==> src/rtl/pmu_seq_pkg.sv <==
package pmu_seq_pkg;

  typedef enum logic [2:0] {
    ST_STBY   = 3'd0,
    ST_START  = 3'd1,
    ST_PWRON  = 3'd2,
    ST_IDLE   = 3'd3,
    ST_SLEEP  = 3'd4,
    ST_SHDN   = 3'd5,
    ST_SYSRST = 3'd6
  } seqState_t;

  // control -> datapath strobes
  typedef struct packed {
    logic clrTmr;
    logic clrStg;
    logic seqUp;
    logic seqDown;
    logic auxOn;
    logic sleepSel;
  } seqStrobe_t;

  // datapath -> control status
  typedef struct packed {
    logic swQual;
    logic holdLowQual;
    logic faultQual;
    logic rstQual;
    logic alarmGo;
    logic chgEdge;
    logic upDone;
    logic downDone;
    logic winExpired;
    logic prepDone;
  } seqStatus_t;

endpackage

==> src/rtl/pmu_seq_dp.sv <==
module pmu_seq_dp
  import pmu_seq_pkg::*;
#(
  parameter int STAG_CYC     = 128,
  parameter int TICKS_PER_MS = 2,
  parameter int AUX_N        = 6,
  parameter int CODE_W       = 6
) (
  input  logic              clk,
  input  logic              rstN,
  input  logic              tick,
  input  logic              switchIn,
  input  logic              chgValid,
  input  logic              alarm,
  input  logic              hostHold,
  input  logic              railFault,
  input  logic              rstInN,
  input  logic [1:0]        holdWinSel,
  input  logic [1:0]        rstTimeSel,
  input  logic [AUX_N-1:0]  auxReq,
  input  logic [CODE_W-1:0] buck1NormCode,
  input  logic [CODE_W-1:0] buck1SleepCode,
  input  seqStrobe_t        strb,
  output seqStatus_t        stat,
  output logic [3:0]        railEn,
  output logic [AUX_N-1:0]  auxEn,
  output logic [CODE_W-1:0] buck1Code
);

  localparam int TPM     = TICKS_PER_MS;
  localparam int SW_T    = 100 * TPM;
  localparam int HOLD_T  = 10 * TPM;
  localparam int FLT_T   = 10 * TPM;
  localparam int ALM_T   = 2 * TPM;
  localparam int PREP_T  = 33 * TPM;
  localparam int RST0_T  = (TPM + 1) / 2;
  localparam int Q_MAX   = SW_T;
  localparam int Q_W     = $clog2(Q_MAX + 1);
  localparam int TMR_MAX = 8000 * TPM;
  localparam int TMR_W   = $clog2(TMR_MAX + 1);
  localparam int STG_MAX = 2 * STAG_CYC;
  localparam int STG_W   = $clog2(STG_MAX + 1);
  localparam int ALM_W   = $clog2(ALM_T + 1);

  // level qualifiers: 0 switch high, 1 hold low, 2 fault high, 3 reset-in low
  logic [3:0]     qLvl;
  logic [3:0]     qHit;
  logic [Q_W-1:0] qLim [4];

  assign qLvl = {~rstInN, railFault, ~hostHold, switchIn};

  always_comb begin
    qLim[0] = Q_W'(SW_T);
    qLim[1] = Q_W'(HOLD_T);
    qLim[2] = Q_W'(FLT_T);
    case (rstTimeSel)
      2'd0:    qLim[3] = Q_W'(RST0_T);
      2'd1:    qLim[3] = Q_W'(TPM);
      2'd2:    qLim[3] = Q_W'(2 * TPM);
      default: qLim[3] = Q_W'(PREP_T);
    endcase
  end

  for (genvar g = 0; g < 4; g++) begin : gQual
    logic [Q_W-1:0] cnt;
    always_ff @(posedge clk or negedge rstN) begin
      if (!rstN)                             cnt <= '0;
      else if (!qLvl[g])                     cnt <= '0;
      else if (tick && cnt != Q_W'(Q_MAX))   cnt <= cnt + 1'b1;
    end
    assign qHit[g] = qLvl[g] && (cnt >= qLim[g]);
  end

  // tick timer for host window and cold-reset prepare
  logic [TMR_W-1:0] tmr;
  logic [TMR_W-1:0] winLim;

  always_ff @(posedge clk or negedge rstN) begin
    if (!rstN)                                 tmr <= '0;
    else if (strb.clrTmr)                      tmr <= '0;
    else if (tick && tmr != TMR_W'(TMR_MAX))   tmr <= tmr + 1'b1;
  end

  always_comb begin
    case (holdWinSel)
      2'd0:    winLim = TMR_W'(1500 * TPM);
      2'd1:    winLim = TMR_W'(2000 * TPM);
      2'd2:    winLim = TMR_W'(4000 * TPM);
      default: winLim = TMR_W'(8000 * TPM);
    endcase
  end

  // cycle counter for the rail stagger
  logic [STG_W-1:0] stg;

  always_ff @(posedge clk or negedge rstN) begin
    if (!rstN)                          stg <= '0;
    else if (strb.clrStg)               stg <= '0;
    else if (stg != STG_W'(STG_MAX))    stg <= stg + 1'b1;
  end

  always_ff @(posedge clk or negedge rstN) begin
    if (!rstN) begin
      railEn <= '0;
    end else if (strb.seqUp) begin
      railEn[1:0] <= 2'b11;
      if (stg >= STG_W'(STAG_CYC)) railEn[2] <= 1'b1;
      if (stg >= STG_W'(STG_MAX))  railEn[3] <= 1'b1;
    end else if (strb.seqDown) begin
      railEn[3] <= 1'b0;
      if (stg >= STG_W'(STAG_CYC)) railEn[2]   <= 1'b0;
      if (stg >= STG_W'(STG_MAX))  railEn[1:0] <= 2'b00;
    end
  end

  // alarm start delay
  logic             alarmPend;
  logic [ALM_W-1:0] alarmCnt;
  logic             alarmGo;

  assign alarmGo = alarmPend && (alarmCnt >= ALM_W'(ALM_T));

  always_ff @(posedge clk or negedge rstN) begin
    if (!rstN) begin
      alarmPend <= 1'b0;
      alarmCnt  <= '0;
    end else if (alarmGo) begin
      alarmPend <= 1'b0;
    end else if (alarm && !alarmPend) begin
      alarmPend <= 1'b1;
      alarmCnt  <= '0;
    end else if (alarmPend && tick) begin
      alarmCnt <= alarmCnt + 1'b1;
    end
  end

  // charger edge
  logic chgQ;
  always_ff @(posedge clk or negedge rstN) begin
    if (!rstN) chgQ <= 1'b0;
    else       chgQ <= chgValid;
  end

  always_comb begin
    stat.swQual      = qHit[0];
    stat.holdLowQual = qHit[1];
    stat.faultQual   = qHit[2];
    stat.rstQual     = qHit[3];
    stat.alarmGo     = alarmGo;
    stat.chgEdge     = chgValid && !chgQ;
    stat.upDone      = &railEn;
    stat.downDone    = (railEn == 4'b0000);
    stat.winExpired  = (tmr >= winLim);
    stat.prepDone    = (tmr >= TMR_W'(PREP_T));
  end

  assign auxEn     = strb.auxOn ? auxReq : '0;
  assign buck1Code = strb.sleepSel ? buck1SleepCode : buck1NormCode;

endmodule

==> src/rtl/pmu_seq_ctl.sv <==
module pmu_seq_ctl
  import pmu_seq_pkg::*;
(
  input  logic       clk,
  input  logic       rstN,
  input  logic       sleepN,
  input  logic       hostHold,
  input  logic       switchIn,
  input  logic       uvlo,
  input  logic       otHigh,
  input  logic       battOk,
  input  logic       supplyOk,
  input  logic       coldRst,
  input  seqStatus_t stat,
  output seqStrobe_t strb,
  output seqState_t  state,
  output logic       rstOutN,
  output logic       regResetP
);

  seqState_t nxt;
  logic      swKind;
  logic      coldPend;
  logic      killReq;
  logic      startReq;

  assign killReq  = stat.holdLowQual | uvlo | otHigh | stat.faultQual;
  assign startReq = (stat.swQual | stat.chgEdge | stat.alarmGo) & battOk & supplyOk;

  always_comb begin
    nxt = state;
    case (state)
      ST_STBY:  if (startReq) nxt = ST_START;
      ST_START: begin
        if (!supplyOk)        nxt = ST_SHDN;
        else if (stat.upDone) nxt = ST_PWRON;
      end
      ST_PWRON: begin
        if (hostHold)                                nxt = ST_IDLE;
        else if (swKind ? !switchIn : stat.winExpired) nxt = ST_SHDN;
      end
      ST_IDLE, ST_SLEEP: begin
        if (killReq)           nxt = ST_SHDN;
        else if (stat.rstQual) nxt = coldRst ? ST_SHDN : ST_SYSRST;
        else                   nxt = sleepN ? ST_IDLE : ST_SLEEP;
      end
      ST_SHDN:   if (stat.downDone) nxt = coldPend ? ST_SYSRST : ST_STBY;
      ST_SYSRST: if (!coldPend || stat.prepDone) nxt = ST_START;
      default:   nxt = ST_STBY;
    endcase
  end

  always_comb begin
    strb.clrTmr   = (nxt != state) && (nxt == ST_START || nxt == ST_SYSRST);
    strb.clrStg   = (nxt != state);
    strb.seqUp    = (state == ST_START);
    strb.seqDown  = (state == ST_SHDN);
    strb.auxOn    = (state == ST_IDLE) || (state == ST_SLEEP);
    strb.sleepSel = (state == ST_SLEEP);
  end

  always_ff @(posedge clk or negedge rstN) begin
    if (!rstN) begin
      state     <= ST_STBY;
      swKind    <= 1'b0;
      coldPend  <= 1'b0;
      regResetP <= 1'b0;
    end else begin
      state     <= nxt;
      regResetP <= (state == ST_SHDN) && (nxt != ST_SHDN);
      if (state == ST_STBY && nxt == ST_START)
        swKind <= !(stat.chgEdge | stat.alarmGo);
      else if (state == ST_SYSRST && nxt == ST_START)
        swKind <= 1'b0;
      if ((state == ST_IDLE || state == ST_SLEEP) && !killReq && stat.rstQual && coldRst)
        coldPend <= 1'b1;
      else if (state == ST_SYSRST && nxt == ST_START)
        coldPend <= 1'b0;
    end
  end

  assign rstOutN = (state == ST_PWRON) || (state == ST_IDLE) || (state == ST_SLEEP);

endmodule

==> src/rtl/pmu_seq.sv <==
module pmu_seq
  import pmu_seq_pkg::*;
#(
  parameter int STAG_CYC     = 128,
  parameter int TICKS_PER_MS = 2,
  parameter int AUX_N        = 6,
  parameter int CODE_W       = 6
) (
  input  logic              clk,
  input  logic              rstN,
  input  logic              tick,
  input  logic              switchIn,
  input  logic              chgValid,
  input  logic              alarm,
  input  logic              hostHold,
  input  logic              sleepN,
  input  logic              rstInN,
  input  logic              uvlo,
  input  logic              otHigh,
  input  logic              battOk,
  input  logic              supplyOk,
  input  logic              railFault,
  input  logic [1:0]        holdWinSel,
  input  logic [1:0]        rstTimeSel,
  input  logic              coldRst,
  input  logic [AUX_N-1:0]  auxReq,
  input  logic [CODE_W-1:0] buck1NormCode,
  input  logic [CODE_W-1:0] buck1SleepCode,
  output logic [3:0]        railEn,
  output logic [AUX_N-1:0]  auxEn,
  output logic              rstOutN,
  output logic              regResetP,
  output logic [CODE_W-1:0] buck1Code,
  output logic [2:0]        stateCode
);

  seqStrobe_t strb;
  seqStatus_t stat;
  seqState_t  state;

  pmu_seq_ctl uCtl (
    .clk(clk), .rstN(rstN), .sleepN(sleepN), .hostHold(hostHold),
    .switchIn(switchIn), .uvlo(uvlo), .otHigh(otHigh), .battOk(battOk),
    .supplyOk(supplyOk), .coldRst(coldRst), .stat(stat), .strb(strb),
    .state(state), .rstOutN(rstOutN), .regResetP(regResetP)
  );

  pmu_seq_dp #(
    .STAG_CYC(STAG_CYC), .TICKS_PER_MS(TICKS_PER_MS),
    .AUX_N(AUX_N), .CODE_W(CODE_W)
  ) uDp (
    .clk(clk), .rstN(rstN), .tick(tick), .switchIn(switchIn),
    .chgValid(chgValid), .alarm(alarm), .hostHold(hostHold),
    .railFault(railFault), .rstInN(rstInN), .holdWinSel(holdWinSel),
    .rstTimeSel(rstTimeSel), .auxReq(auxReq), .buck1NormCode(buck1NormCode),
    .buck1SleepCode(buck1SleepCode), .strb(strb), .stat(stat),
    .railEn(railEn), .auxEn(auxEn), .buck1Code(buck1Code)
  );

  assign stateCode = state;

endmodule

==> config.mk <==
export PLATFORM = sky130hd
export DESIGN_NAME = pmu_seq
export DESIGN_NICKNAME = d
export VERILOG_FILES = /design/src/rtl/pmu_seq_pkg.sv /design/src/rtl/pmu_seq_dp.sv /design/src/rtl/pmu_seq_ctl.sv /design/src/rtl/pmu_seq.sv
export SDC_FILE = /design/constraint.sdc
export NUM_CORES = 1
export LEC_CHECK = 0
export ABC_AREA = 1
export BUFFER_PORTS_ARGS = -buffer_cell sky130_fd_sc_hd__buf_2
export CAP_MARGIN = 30
export CORE_MARGIN = 2
export CORE_UTILIZATION = 59
export CTS_CLUSTER_SIZE = 16
export DETAILED_ROUTE_END_ITERATION = 10
export HOLD_SLACK_MARGIN = 0.02
export PLACE_DENSITY = 0.91
export SLEW_MARGIN = 20
export SYNTH_ARGS = -nofsm -noshare
export SYNTH_HDL_FRONTEND = slang
export SYNTH_SLANG_ARGS = --single-unit
==> constraint.sdc <==
create_clock -name clk -period 2.28 [get_ports clk]
set_input_delay 0.342 -clock clk [delete_from_list [all_inputs] [get_ports clk]]
set_output_delay 0.342 -clock clk [all_outputs]
set_load 0.05 [all_outputs]
* After elaboration in Yosys (flattened, before gate mapping)
Index checks and enable logic that the tools add are counted.
Word-level totals: register bits 70, output and inout bits 21
Cells by class: $add $sub $neg 7, $lt $le $gt $ge 9, equality and inequality tests 23, multiplexer cells 43, bitwise gates (word level) 11, reductions and logical operators 51
Operator list (number):
- $mux W8 | 8
- $pmux W14 S3 | 1
- $mux W3 | 13
- $add A8 B1 Y8 const B | 4
- $ne A8 B8 Y1 const B | 4
- $mux W14 | 2
- $pmux W7 S3 | 1
- $logic_and A1 B1 Y1 | 20
- $reduce_bool A2 Y1 | 10
- $mux W9 | 2
- $pmux W3 S6 | 1
- $ge A8 B5 Y1 const B | 2
- $add A14 B1 Y14 const B | 1
- $ge A14 B14 Y1 | 1
- $ge A14 B7 Y1 const B | 1
- $ne A14 B14 Y1 const B | 1
- $eq A3 B3 Y1 const B | 4
- $mux W6 | 2
- $add A9 B1 Y9 const B | 1
- $ge A9 B8 Y1 const B | 1
- $ge A9 B9 Y1 const B | 1
- $mux W1 | 9
- $ne A9 B9 Y1 const B | 1
- $ge A8 B8 Y1 | 1
- other kinds (23) | 52

* Depth between registers and ports, before layout
Gate-level depths: netlist of the first run.
depth in word-level cells 12, mapped depth 20, depth with buffers taken out 19

* Hierarchy
Synthesis of the first run repeated with hierarchy kept, for this count alone.
Unflattened totals: cell total of the unflattened synthesis 720, area, all modules 4959.8 um^2
By module, submodules not included:
- pmu_seq_dp | instances 1, cells an instance 604, area each 4247.8 um^2
- pmu_seq_ctl | instances 1, cells an instance 116, area each 711.9 um^2

* Worst setup path after synthesis of the first run
No wires, ideal clock.
path kind register to output, from register uCtl.state[2], to output auxEn[0], arrival time 1.845 ns, required time 1.938 ns, path slack 0.093 ns, cell stages (with the launch flop) 5, cell sequence dfrtp_1 > inv_2 > nor2_4 > nor2_4 > nor2_1
Between the ends: cells in the longest elaborated chain, start to end 3
Ends and longest elaborated chain:
- from (decl) | RTL line pmu_seq_ctl.sv:16 | output seqState_t state,
- from (signal assigned) | RTL line pmu_seq_ctl.sv:69 | state <= nxt;
- $eq A3 B2 Y1 or $eq A3 B3 Y1 (tied branches) | RTL line pmu_seq_ctl.sv:58 | strb.auxOn = (state == ST_IDLE) || (state == ST_SLEEP);
- $logic_or A1 B1 Y1 (*) | RTL line pmu_seq_ctl.sv:58
- $mux W6 (*) | RTL line pmu_seq_dp.sv:157 | assign auxEn = strb.auxOn ? auxReq : '0;
- to (decl) | RTL line pmu_seq.sv:30 | output logic [AUX_N-1:0] auxEn,
Every way passes the cells marked *; elsewhere a longest branch is shown, timed or not.

* Worst setup path in the final report of the first run
from register uDp.gQual[3].cnt[1], to register uDp.tmr[6]
Between the ends: cells in the longest elaborated chain, start to end 9
Ends and longest elaborated chain:
- from (decl) | RTL line pmu_seq_dp.sv:65 | logic [Q_W-1:0] cnt;
- from (signal assigned) | RTL line pmu_seq_dp.sv:69 | else if (tick && cnt != Q_W'(Q_MAX)) cnt <= cnt + 1'b1;
- $ge A8 B8 Y1 (*) | RTL line pmu_seq_dp.sv:71 | assign qHit[g] = qLvl[g] && (cnt >= qLim[g]);
- $logic_and A1 B1 Y1 (*) | RTL line pmu_seq_dp.sv:71
- $mux W3 (*) | RTL line pmu_seq_ctl.sv:44 | else if (stat.rstQual) nxt = coldRst ? ST_SHDN : ST_SYSRST;
- $mux W3 (*) | RTL line pmu_seq_ctl.sv:43 | if (killReq) nxt = ST_SHDN;
- $pmux W3 S6 (*) | RTL line pmu_seq_ctl.sv:32 | case (state)
- $eq A3 B1 Y1 or $eq A3 B3 Y1 (tied branches) | RTL line pmu_seq_ctl.sv:54 | strb.clrTmr = (nxt != state) && (nxt == ST_START || nxt == ST_SYSRST);
- $logic_or A1 B1 Y1 | RTL line pmu_seq_ctl.sv:54
- $logic_and A1 B1 Y1 (*) | RTL line pmu_seq_ctl.sv:54
- $mux W14 or $reduce_bool A2 Y1 (tied branches)
- to (signal assigned) | RTL line pmu_seq_dp.sv:81 | else if (tick && tmr != TMR_W'(TMR_MAX)) tmr <= tmr + 1'b1;
- to (decl) | RTL line pmu_seq_dp.sv:75 | logic [TMR_W-1:0] tmr;
Marks and branches as above. A chain may end at the register's enable or synchronous reset.

==> metrics.sh, run 1 <==
COMBINED_AREA_OF_THE_MULTI_INPUT_LOGIC_CELLS_UM2=2650
MIN_PATH_TYPE='in2reg'
FINAL.SETUP_SKEW_NS=0.0136
SETUP_SLACK_ON_THE_WORST_FLOP_TO_FLOP_PATH_NS=-0.02
FINALSETUPVIOLCOUNT=7
POSTSYNTHREGISTERBITS=69
R2R_CELLS=15
POSTSYNTHNETCOUNT=669
VIAS_PER_CELL=5.71
PRE_CTS_WS_NS=-0.215
CLK_TRANSITION_REPORTED_PATHS_NS=0.08
ANTENNA_FOUND_INITIAL=0
SYNTHESIZED_AREA_UM2=4540
HTREE_LEVELS=3
POST_SYNTH.CELL_AREA_AVG_UM2=7.50
DIE_W_UM=91.8
DRT-PASS1-ITER-COUNT=5
VDD_IR_DROP_MAX_V=0.000769
NETLIST.TOP_CELL.BY_AREA='sky130_fd_sc_hd__dfrtp_1'
FINAL_AREA_UM2=5630
WORST_R2R_ENDPOINT='uDp.tmr[6]'
DIE_H_UM=91.8
COUNT_OF_FINAL_MAX_SLEW_CHECK_FAILURES=0
REG2REG_FROM='uDp.gQual[3].cnt[1]'
CTS_BUFFER_DEPTH=2
DRC=0
RUN_STATUS='complete, but fails checks'
GRT_START_MAX_NET_PINS=45
CLK_SINKS=69
LAYOUT.CELLS.NON_FILLER=800
TIMING.FINAL.HOLD_VIOLATIONS=0
YS_TYPES=45
CRITPATHREQUIREDTIME_NS=2.57
PWR_DENSITY_CELL_nW_PER_UM2=999
PORT_BUFFERS=57
WL_MM=12.5
TIMING.CRITICAL_PATH.TO='uDp.tmr[6]'
DRIVE_ABOVE_1_SHARE=0.274
MAX_CAPACITANCE_VIOLATION_COUNT=0
TRITONCTS='yes'
WORST_SLEW_PIN_SLEW_NS=0.638
FMAX_GHz=0.434
DRTANTENNAVIOLNETS=0
INITIAL_UTILIZATION=0.616
YOSYS_WARNINGS=0
DPL.HPWL_MM=8.35
SETUP_CRIT_START_KIND='register'
SYNTH_SEQ_AREA_SHARE=0.380
SYN2LAYOUT_AREA_GROWTH_PCT=23.9
FIN_CRIT_SH=1.01
SYN-INSTANCE-COUNT=606
CTS.ROOT.BUFFER_CELL='sky130_fd_sc_hd__clkbuf_8'
SEQUENTIAL_CELL_AREA_UM2=1730
GRT_PASS1_VIAS=4156
DETAILROUTE.VIA_COUNT=4570
CRITPATHCAPTURETYPE='register'
NFILLCELLS=505
ROUTABILITYCONGESTION=0.938
PATH_MAX_FANOUT=7
DIE-AREA_UM2=8420
TIMING_WORST_SETUP_PATH_TYPE='reg2reg'
DPL_CELL_AREA_UM2=5030
FINISH.NET_COUNT=759
TIMING.SLEW.HEADROOM=0.574
POST-ROUTE-MIN-PERIOD_NS=2.30
UNREPAIRED_SETUP_ENDPOINTS_AFTER_GLOBAL_ROUTING='true'
CORE_REGION_AREA_UM2=7370
SYNTH.AREA.TOP_CELLS='sky130_fd_sc_hd__dfrtp_1 38%, sky130_fd_sc_hd__nand2_1 10%, sky130_fd_sc_hd__inv_1 7.4%, sky130_fd_sc_hd__ha_1 7.2%, sky130_fd_sc_hd__nor2_1 5.7%'
FP-ROW-COUNT=31
SYNTH.TOP_CELL.AREA_SHARE=0.380
FAILED_CHECKS='setup timing'
NUM_ANTENNA_CELLS=0
IO_PINS=58
GRT_PASS1_WL_MM=18.7
FINAL_WORST_SLACK_NS=-0.0230
FINAL_CORE_UTIL=0.764
POWER.STATIC_LEAKAGE_nW=2.68
GRT_UTIL_ALL_LAYERS=0.277
WORST_EP_ARRIVAL_TIME_NS=2.59
DP.CELLS=769
FINAL.HOLD.WORST_SLACK_NS=0.104
DRTITER0DRC=430
ROUTED_WIRE_LENGTH_PER_INSTANCE_UM=15.6
WORSTSETUPSTARTPOINT='uDp.gQual[3].cnt[1]'
TRITONCTS.NUM_BUFFERS=9
OVERFLOW=0
INSERTION_DELAY_NS=0.36
repair_timing:
item	in CTS	in global routing
hold buffers	1	0
pin swaps	3	32
buffers inserted	1	11
endpoints found under the hold margin	25	0
gates cloned	1	1
setup endpoints to repair	23	31
resized for setup	6	53
synth_stat cells, drive strengths merged:
cell    count
dfrtp      69
nor3b       1
a31oi       2
o22ai       1
nor2       76
nand3b      3
ha         26
o21bai      3
clkbuf      2
and3        1
nor3       28
inv        97
clkinv      1
nand2     129
nand4      14
o221a       1
a21boi      1
o21ai      33
buf         6
xnor2       2
a31o        1
or2         2
nor4        7
o31ai       1
nand3      40
xor2       12
o32ai       1
a211o       1
a21oi      43
and2        1
a211oi      1
how the worst min path moves through the flow:
stage / slack (ns) / end / from / depth (start not counted)
after floorplan: 0.05 / uCtl.coldPend / rstN / 0
after global placement: 0.37 / uDp.gQual[3].cnt[0] / rstN / 1
after detailed placement: 0.39 / uDp.gQual[3].cnt[1] / rstN / 1
after CTS: 0.09 / uDp.chgQ / chgValid / 1
after global routing: 0.09 / uDp.chgQ / chgValid / 1
final: 0.10 / uDp.chgQ / chgValid / 1
report_power, final:
group          leakage (nW)  switching, W  internal, W
combinational          1.66       0.00203      0.00102
sequential            0.921      0.000171      0.00137
clock                0.0918      0.000515     0.000508
per-layer routing:
layer	global-route usage	wire length [um]	vias to the layer above	part of all wire
li1	-	-	2157	-
met1	0.353	5040	2132	0.40
met2	0.467	6130	235	0.49
met3	0.0600	896	46	0.072
met4	0.0958	438	0	0.035
met5	0	0	-	0
stage by stage:
step | TNS (ns) | power [W]
final | -0.0845 | 0.00562
after global routing | -4.21 | 0.00590
after global placement | -1.46 | 0.00391
after detailed placement | -4.16 | 0.00400
after floorplan | 0 | 0.00343
after CTS | 0 | 0.00517
registers in the layout, indices dropped and copies added, names as in the netlist:
name and flops:
uCtl.swKind 1, uCtl.coldPend 1, uDp.alarmPend 1, uCtl.state 3
uDp.stg 9, uDp.chgQ 1, uCtl.regResetP 1, uDp.alarmCnt 3
uDp.railEn 3, uDp.tmr 14, uDp.gQual.cnt 32
cells in the final DEF, fill, tap and decap left out, types with 5 or more instances in the layout:
cell / count
sky130_fd_sc_hd__nand2_1: 110
sky130_fd_sc_hd__inv_1: 84
sky130_fd_sc_hd__nor2_1: 65
sky130_fd_sc_hd__dfrtp_1: 65
sky130_fd_sc_hd__buf_2: 57
sky130_fd_sc_hd__nand3_1: 31
sky130_fd_sc_hd__o21ai_0: 31
sky130_fd_sc_hd__a21oi_1: 26
sky130_fd_sc_hd__nor3_1: 25
sky130_fd_sc_hd__buf_4: 23
sky130_fd_sc_hd__ha_1: 20
sky130_fd_sc_hd__a21oi_2: 16
sky130_fd_sc_hd__nand2_2: 16
sky130_fd_sc_hd__nand4_1: 14
sky130_fd_sc_hd__inv_2: 11
sky130_fd_sc_hd__xor2_1: 11
sky130_fd_sc_hd__clkbuf_8: 9
sky130_fd_sc_hd__nor4_1: 7
sky130_fd_sc_hd__nor2_4: 6
sky130_fd_sc_hd__ha_4: 6
sky130_fd_sc_hd__nor2_2: 5
sky130_fd_sc_hd__nand3_2: 5
cells by family after synthesis:
kind of cell    after synthesis  synth area share
xor+xnor                     14            0.0270
compound gates               89             0.120
simple gates                302             0.307
buf+inv                     106            0.0939
fa+ha+maj                    26            0.0716
flops                        69             0.380
worst max-delay path: stages (launching register included):
cell,delay [ns]
sky130_fd_sc_hd__dfrtp_1,0.45
sky130_fd_sc_hd__ha_4,0.27
sky130_fd_sc_hd__nand2_2,0.06
sky130_fd_sc_hd__nand2_2,0.05
sky130_fd_sc_hd__nand2_2,0.05
sky130_fd_sc_hd__nand2_1,0.05
sky130_fd_sc_hd__nand2_1,0.08
sky130_fd_sc_hd__nand3_2,0.14
sky130_fd_sc_hd__nand2_2,0.13
sky130_fd_sc_hd__nand2_4,0.09
sky130_fd_sc_hd__o21ai_4,0.19
sky130_fd_sc_hd__nand4_1,0.14
sky130_fd_sc_hd__nand2_2,0.11
sky130_fd_sc_hd__nand3_4,0.11
sky130_fd_sc_hd__clkbuf_16,0.19
sky130_fd_sc_hd__a21oi_2,0.13
layout make-up:
class	instances	area share
multi-input cells	432	0.470
flip-flops and latches	69	0.308
repair buffers	86	0.0987
inverters	98	0.0663
clock buffers	9	0.0220
well taps	99	0.0220
clock inverters	7	0.0133
(Power assumes the default switching activity.)
==> inputs of run 2 (changes only) <==
--- a/config.mk
+++ b/config.mk
@@ -9,12 +9,13 @@
 export BUFFER_PORTS_ARGS = -buffer_cell sky130_fd_sc_hd__buf_2
 export CAP_MARGIN = 30
 export CORE_MARGIN = 2
-export CORE_UTILIZATION = 59
+export CORE_UTILIZATION = 63
 export CTS_CLUSTER_SIZE = 16
 export DETAILED_ROUTE_END_ITERATION = 10
+export GPL_TIMING_DRIVEN = 1
 export HOLD_SLACK_MARGIN = 0.02
-export PLACE_DENSITY = 0.91
-export SLEW_MARGIN = 20
+export PLACE_DENSITY = 0.95
+export SLEW_MARGIN = 40
 export SYNTH_ARGS = -nofsm -noshare
 export SYNTH_HDL_FRONTEND = slang
 export SYNTH_SLANG_ARGS = --single-unit
==> constraint.sdc (replaced) <==
create_clock -name clk -period 2.9 [get_ports clk]
set_input_delay 0.435 -clock clk [delete_from_list [all_inputs] [get_ports clk]]
set_output_delay 0.435 -clock clk [all_outputs]
set_load 0.05 [all_outputs]
==> metrics.sh, run 2 (synthesis gave the netlist of run 1 again) <==
RUN_STATUS='completed'
DRC=0
CTS.ROOT.BUFFER_CELL='sky130_fd_sc_hd__clkbuf_8'
SWITCHING_SHARE=0.486
ROUTABILITYCONGESTION=0.968
DIE_H_UM=88.9
INITIAL_UTILIZATION=0.661
COUNT_OF_FINAL_MAX_SLEW_CHECK_FAILURES=0
FINAL.SETUP_SKEW_NS=0.0139
CRITPATHREQUIREDTIME_NS=3.18
DRIVE_ABOVE_1_SHARE=0.178
DPL_CELL_AREA_UM2=4920
FIN_CRIT_SH=0.901
MAX_CAPACITANCE_VIOLATION_COUNT=0
TOP_CELL_BY_COUNT_WORST_PATH='sky130_fd_sc_hd__nand2_1'
TRITONCTS='yes'
CRITICAL_PATH.SLOWEST_CELL='sky130_fd_sc_hd__dfrtp_1'
UNREPAIRED_SETUP_ENDPOINTS_AFTER_GLOBAL_ROUTING='false'
ROUTED_WIRE_LENGTH_PER_INSTANCE_UM=14.4
CRITICAL-PATH-MAX-STAGE-DELAY_NS=0.46
MAX_FLOP_REGISTER='uDp.gQual.cnt'
FP-ROW-COUNT=30
PWR_DENSITY_CELL_nW_PER_UM2=751
LAYOUT.CELLS.MOST_COMMON_LIST='125 x sky130_fd_sc_hd__nand2_1, 89 x sky130_fd_sc_hd__inv_1, 69 x sky130_fd_sc_hd__nor2_1, 69 x sky130_fd_sc_hd__dfrtp_1, 57 x sky130_fd_sc_hd__buf_2'
SETUP_CRIT_START_KIND='register'
SWITCHINGPOWER_W=0.00187
IO_PINS=58
CP_CELL_SEQUENCE='ha_1 -> a21oi_1 -> nand2_1 -> nand2_1 -> nand2_1 -> a21oi_1 -> nand2_1 -> nand2_1 -> nand2_1 -> nand2_1 -> nand2_1 -> nand2_4 -> nand2_1 -> nand2_2 -> nand3_4 -> a21oi_2'
WORST_EP_ARRIVAL_TIME_NS=2.89
DETAILROUTE.VIA_COUNT=4359
FINAL_CORE_UTIL=0.746
POST-ROUTE-MIN-PERIOD_NS=2.61
FINAL_AREA_UM2=5130
CLK_TRANSITION_REPORTED_PATHS_NS=0.08
ANTENNA_FOUND_INITIAL=0
POWER.STATIC_LEAKAGE_nW=2.51
CORE_REGION_AREA_UM2=6870
CRITICAL_PATH.TOP_DELAY_FAMILY='simple AND/OR/NAND/NOR gates'
LARGEST_REG_FLOPS=32
CRITPATHBUFINV=0
GRT_UTIL_ALL_LAYERS=0.306
INSERTION_DELAY_NS=0.36
DIE-AREA_UM2=7910
WORST_SLEW_PIN_SLEW_NS=0.755
CRITPATHCAPTURETYPE='register'
TIMING.SLEW.HEADROOM=0.496
CTS_BUFFER_DEPTH=2
COMBINATIONALPOWERSHARE=0.472
DRTANTENNAVIOLNETS=0
NUM_ANTENNA_CELLS=0
SEQ_POWER_SHARE=0.314
GRT_PASS1_VIAS=4193
DPL.HPWL_MM=8.26
DP.CELLS=753
TRITONCTS.NUM_BUFFERS=9
NFILLCELLS=495
TIMING.FINAL.HOLD_VIOLATIONS=0
GRT_START_MAX_NET_PINS=39
FINALSETUPVIOLCOUNT=0
POWER_FRAC_CLOCK=0.214
VIAS_PER_CELL=5.67
TIMING_WORST_SETUP_PATH_TYPE='reg2reg'
POST-CTS-SETUP-BUFFER-COUNT=0
LAYOUT.CELLS.MOST_COMMON='sky130_fd_sc_hd__nand2_1'
CTS_RESIZED=0
DRTITER0DRC=347
VDD_IR_DROP_MAX_V=0.000604
FINAL.HOLD.WORST_SLACK_NS=0.138
GRT_PASS1_WL_MM=18.8
HOLD_BUFFERS=0
LAYOUT_TOP_REGISTERS='uDp.gQual.cnt (32), uDp.tmr (14), uDp.stg (9)'
CLK_SINKS=69
SYN2LAYOUT_AREA_GROWTH_PCT=12.9
FIN_SETUP_TNS_NS=0
PATH_MAX_FANOUT=23
FMAX_GHz=0.383
DIE_W_UM=88.9
WL_MM=11.0
INTERNAL_POWER_W=0.00198
LAYOUT.CELLS.NON_FILLER=769
PORT_BUFFERS=57
OVERFLOW=0
FINISH.NET_COUNT=731
DRT-PASS1-ITER-COUNT=5
MIN_PATH_TYPE='in2async'
HTREE_LEVELS=3
==> run 2: cell type report <==
cell class / count / area (um^2) / share of cell area
inverter: 98 / 368 / 0.0717
tap: 96 / 120 / 0.0234
timing repair buffer: 59 / 313 / 0.0610
clock inverter: 5 / 58.8 / 0.0115
sequential: 69 / 1730 / 0.337
multi-input combinational: 431 / 2390 / 0.466
clock buffer: 11 / 151 / 0.0295
==> run 2: final timing paths <==
kind                                startpoint                   to  slack (ns)  depth (start not counted)
hold / removal                            rstN             uDp.chgQ        0.14                          1
hold reg to reg            uDp.gQual[0].cnt[6]  uDp.gQual[0].cnt[6]        0.48                          1
setup / recovery                    uDp.tmr[5]          uDp.tmr[12]        0.29                         16
min in group clk                      chgValid             uDp.chgQ        0.19                          1
max in group asynchronous                 rstN           uDp.stg[3]        2.09                          2
setup reg to reg                    uDp.tmr[5]          uDp.tmr[12]        0.29                         16
==> run 2: per-stage QoR <==
step           total power (W)  setup WS, ns
2_1_floorplan          0.00270         0.620
3_3_place_gp           0.00293         0.327
3_5_place_dp           0.00300         0.178
4_1_cts                0.00383         0.321
5_1_grt                0.00409         0.132
6_report               0.00385         0.288
==> run 2: routing by layer <==
metal | vias to the layer above | global-route usage | part of all wire
li1 | 2097 | - | -
met1 | 2021 | 0.393 | 0.42
met2 | 206 | 0.509 | 0.48
met3 | 35 | 0.0711 | 0.073
met4 | 0 | 0.112 | 0.022
met5 | - | 0 | 0
==> run 2: power groups by stage <==
stage          clock [W]  sequential, W  combinational [W]
2_1_floorplan          0        0.00127            0.00143
3_3_place_gp           0        0.00121            0.00172
3_5_place_dp           0        0.00122            0.00178
4_1_cts         0.000825        0.00120            0.00181
5_1_grt         0.000878        0.00122            0.00200
6_report        0.000823        0.00121            0.00182
==> run 2: worst reg2reg max path: cells and delay by family, from the launching register on <==
family	cells	cell delay, ns
DFF	1	0.46
and+or+nand+nor	12	1.21
AOI/OAI and AO/OA	3	0.52
adders and majority gates	1	0.34
==> inputs of run 3 (changes only) <==
--- a/config.mk
+++ b/config.mk
@@ -9,12 +9,12 @@
 export BUFFER_PORTS_ARGS = -buffer_cell sky130_fd_sc_hd__buf_2
 export CAP_MARGIN = 30
 export CORE_MARGIN = 2
-export CORE_UTILIZATION = 63
+export CORE_UTILIZATION = 35
 export CTS_CLUSTER_SIZE = 16
 export DETAILED_ROUTE_END_ITERATION = 10
 export GPL_TIMING_DRIVEN = 1
 export HOLD_SLACK_MARGIN = 0.02
-export PLACE_DENSITY = 0.95
+export PLACE_DENSITY = 0.63
 export SLEW_MARGIN = 40
 export SYNTH_ARGS = -nofsm -noshare
 export SYNTH_HDL_FRONTEND = slang
==> metrics.sh, run 3 (synthesis gave the netlist of run 1 again) <==
FP-ROW-COUNT=41
UNREPAIRED_SETUP_ENDPOINTS_AFTER_GLOBAL_ROUTING='false'
CRITPATHREQUIREDTIME_NS=3.15
RUN_STATUS='completed'
FINISH.NET_COUNT=732
CLK_TRANSITION_REPORTED_PATHS_NS=0.06
GRT_PASS1_VIAS=3965
SEQUENTIAL_CELL_AREA_UM2=1730
CRITPATHCAPTURETYPE='register'
GRT_UTIL_ALL_LAYERS=0.158
SETUP_CRIT_START_KIND='register'
OVERFLOW=0
POST-ROUTE-MIN-PERIOD_NS=2.47
DIE-AREA_UM2=13900
SYN2LAYOUT_AREA_GROWTH_PCT=16.4
LAYOUT_TOP_REGISTERS='uDp.gQual.cnt (32), uDp.tmr (14), uDp.stg (9)'
LAYOUT.CELLS.MOST_COMMON='sky130_fd_sc_hd__nand2_1'
FIN_SETUP_TNS_NS=0
IO_PINS=58
SETUP_SLACK_ON_THE_WORST_FLOP_TO_FLOP_PATH_NS=0.43
FINAL_AREA_UM2=5290
FINALSETUPVIOLCOUNT=0
ROUTABILITYCONGESTION=0.890
DRIVE_ABOVE_1_SHARE=0.178
INSERTION_DELAY_NS=0.33
COMBINED_AREA_OF_THE_MULTI_INPUT_LOGIC_CELLS_UM2=2390
POWER.STATIC_LEAKAGE_nW=2.55
GRT_START_MAX_NET_PINS=30
VDD_IR_DROP_MAX_V=0.000537
MAX_CAPACITANCE_VIOLATION_COUNT=0
TIMING_WORST_SETUP_PATH_TYPE='reg2reg'
TRITONCTS='yes'
DETAILROUTE.VIA_COUNT=4105
INITIAL_UTILIZATION=0.359
WORST_R2R_ENDPOINT='uDp.tmr[1]'
LAYOUT.CELLS.MOST_COMMON_LIST='125 x sky130_fd_sc_hd__nand2_1, 89 x sky130_fd_sc_hd__inv_1, 69 x sky130_fd_sc_hd__nor2_1, 69 x sky130_fd_sc_hd__dfrtp_1, 57 x sky130_fd_sc_hd__buf_2'
LARGEST_REG_FLOPS=32
DRTANTENNAVIOLNETS=0
CLK_SINKS=69
COUNT_OF_FINAL_MAX_SLEW_CHECK_FAILURES=0
NFILLCELLS=1289
VIAS_PER_CELL=4.85
DIE_W_UM=118
MIN_PATH_TYPE='in2async'
DRT-PASS1-ITER-COUNT=4
PATH_MAX_FANOUT=23
R2R_CELLS=16
CTS.ROOT.BUFFER_CELL='sky130_fd_sc_hd__clkbuf_16'
MAX_FLOP_REGISTER='uDp.gQual.cnt'
DIE_H_UM=118
DPL_CELL_AREA_UM2=5020
FINAL.SETUP_SKEW_NS=0.00896
TIMING.SLEW.HEADROOM=0.679
GRT_PASS1_WL_MM=17.9
WL_MM=10.4
HTREE_LEVELS=3
HOLD_BUFFERS=0
CTS_BUFFER_DEPTH=2
PWR_DENSITY_CELL_nW_PER_UM2=753
TIMING.FINAL.HOLD_VIOLATIONS=0
DRC=0
CTS_RESIZED=0
ROUTED_WIRE_LENGTH_PER_INSTANCE_UM=12.2
WORST_EP_ARRIVAL_TIME_NS=2.72
WORST_SLEW_PIN_SLEW_NS=0.478
DRTITER0DRC=264
NUM_ANTENNA_CELLS=0
FMAX_GHz=0.405
DPL.HPWL_MM=8.01
CORE_REGION_AREA_UM2=12700
PORT_BUFFERS=57
REG2REG_FROM='uDp.tmr[5]'
FIN_CRIT_SH=0.852
TRITONCTS.NUM_BUFFERS=9
POST-CTS-SETUP-BUFFER-COUNT=0
ANTENNA_FOUND_INITIAL=0
## run 3: cell count changes in the layout (fill, tap and decap cells not counted)
cell,change
sky130_fd_sc_hd__clkbuf_8,-11
sky130_fd_sc_hd__clkbuf_16,+9
sky130_fd_sc_hd__clkinv_2,+2
sky130_fd_sc_hd__buf_4,+1
sky130_fd_sc_hd__bufinv_16,-1
sky130_fd_sc_hd__clkbuf_1,+1
sky130_fd_sc_hd__clkinv_4,+1
sky130_fd_sc_hd__clkinvlp_4,-1
## run 3: worst max-delay path, cell delays in order (launching register included)
cell and delay (ns):
sky130_fd_sc_hd__dfrtp_1 0.45, sky130_fd_sc_hd__ha_1 0.34, sky130_fd_sc_hd__a21oi_1 0.15, sky130_fd_sc_hd__nand2_1 0.06, sky130_fd_sc_hd__nand2_1 0.05, sky130_fd_sc_hd__nand2_1 0.05
sky130_fd_sc_hd__a21oi_1 0.11, sky130_fd_sc_hd__nand2_1 0.10, sky130_fd_sc_hd__nand2_1 0.09, sky130_fd_sc_hd__nand2_1 0.05, sky130_fd_sc_hd__nand2_1 0.06, sky130_fd_sc_hd__nand2_1 0.10
sky130_fd_sc_hd__nand2_4 0.10, sky130_fd_sc_hd__nand2_1 0.07, sky130_fd_sc_hd__nand2_2 0.09, sky130_fd_sc_hd__nand3_4 0.28, sky130_fd_sc_hd__a21oi_1 0.23
## run 3: metrics by stage
stage                     hold slack, ns  setup slack (ns)  instances  utilization  total power [W]
after floorplan                    0.139             0.620        606            -          0.00270
after global placement             0.422             0.264        830        0.396          0.00298
after detailed placement           0.425             0.160        830        0.396          0.00302
after CTS                         0.0705             0.421        846        0.417          0.00402
after global routing              0.0937             0.126        846        0.417          0.00428
final                             0.0543             0.429        846        0.417          0.00398
## run 3: worst max path at each step
stage,startpoint,to,slack [ns],depth (start not counted)
after floorplan,uCtl.state[2],auxEn[0],0.62,4
after global placement,holdWinSel[1],uDp.tmr[2],0.26,19
after detailed placement,holdWinSel[1],uDp.tmr[1],0.16,19
after CTS,uDp.tmr[3],uDp.tmr[1],0.42,15
after global routing,uDp.tmr[10],uDp.tmr[1],0.13,15
final,uDp.tmr[5],uDp.tmr[1],0.43,16
## run 3: area by class of cell
type | count | area share
Timing Repair Buffer | 60 | 0.0606
Tap cell | 172 | 0.0407
Inverter | 98 | 0.0696
Clock buffer | 10 | 0.0433
Clock inverter | 6 | 0.00757
Sequential cell | 69 | 0.326
Multi-Input combinational cell | 431 | 0.452
## run 3: power breakdown
part	internal [W]	switching, W	leakage (nW)
sequential	0.00108	0.000125	0.927
clock	0.000576	0.000414	0.132
combinational	0.000463	0.00133	1.49
## run 3: layer usage
layer,part of all wire,vias up,GRT usage
met5,0,-,0
met4,0.014,0,0.0625
met3,0.040,11,0.0257
met2,0.47,84,0.255
met1,0.48,1911,0.213
li1,-,2099,-
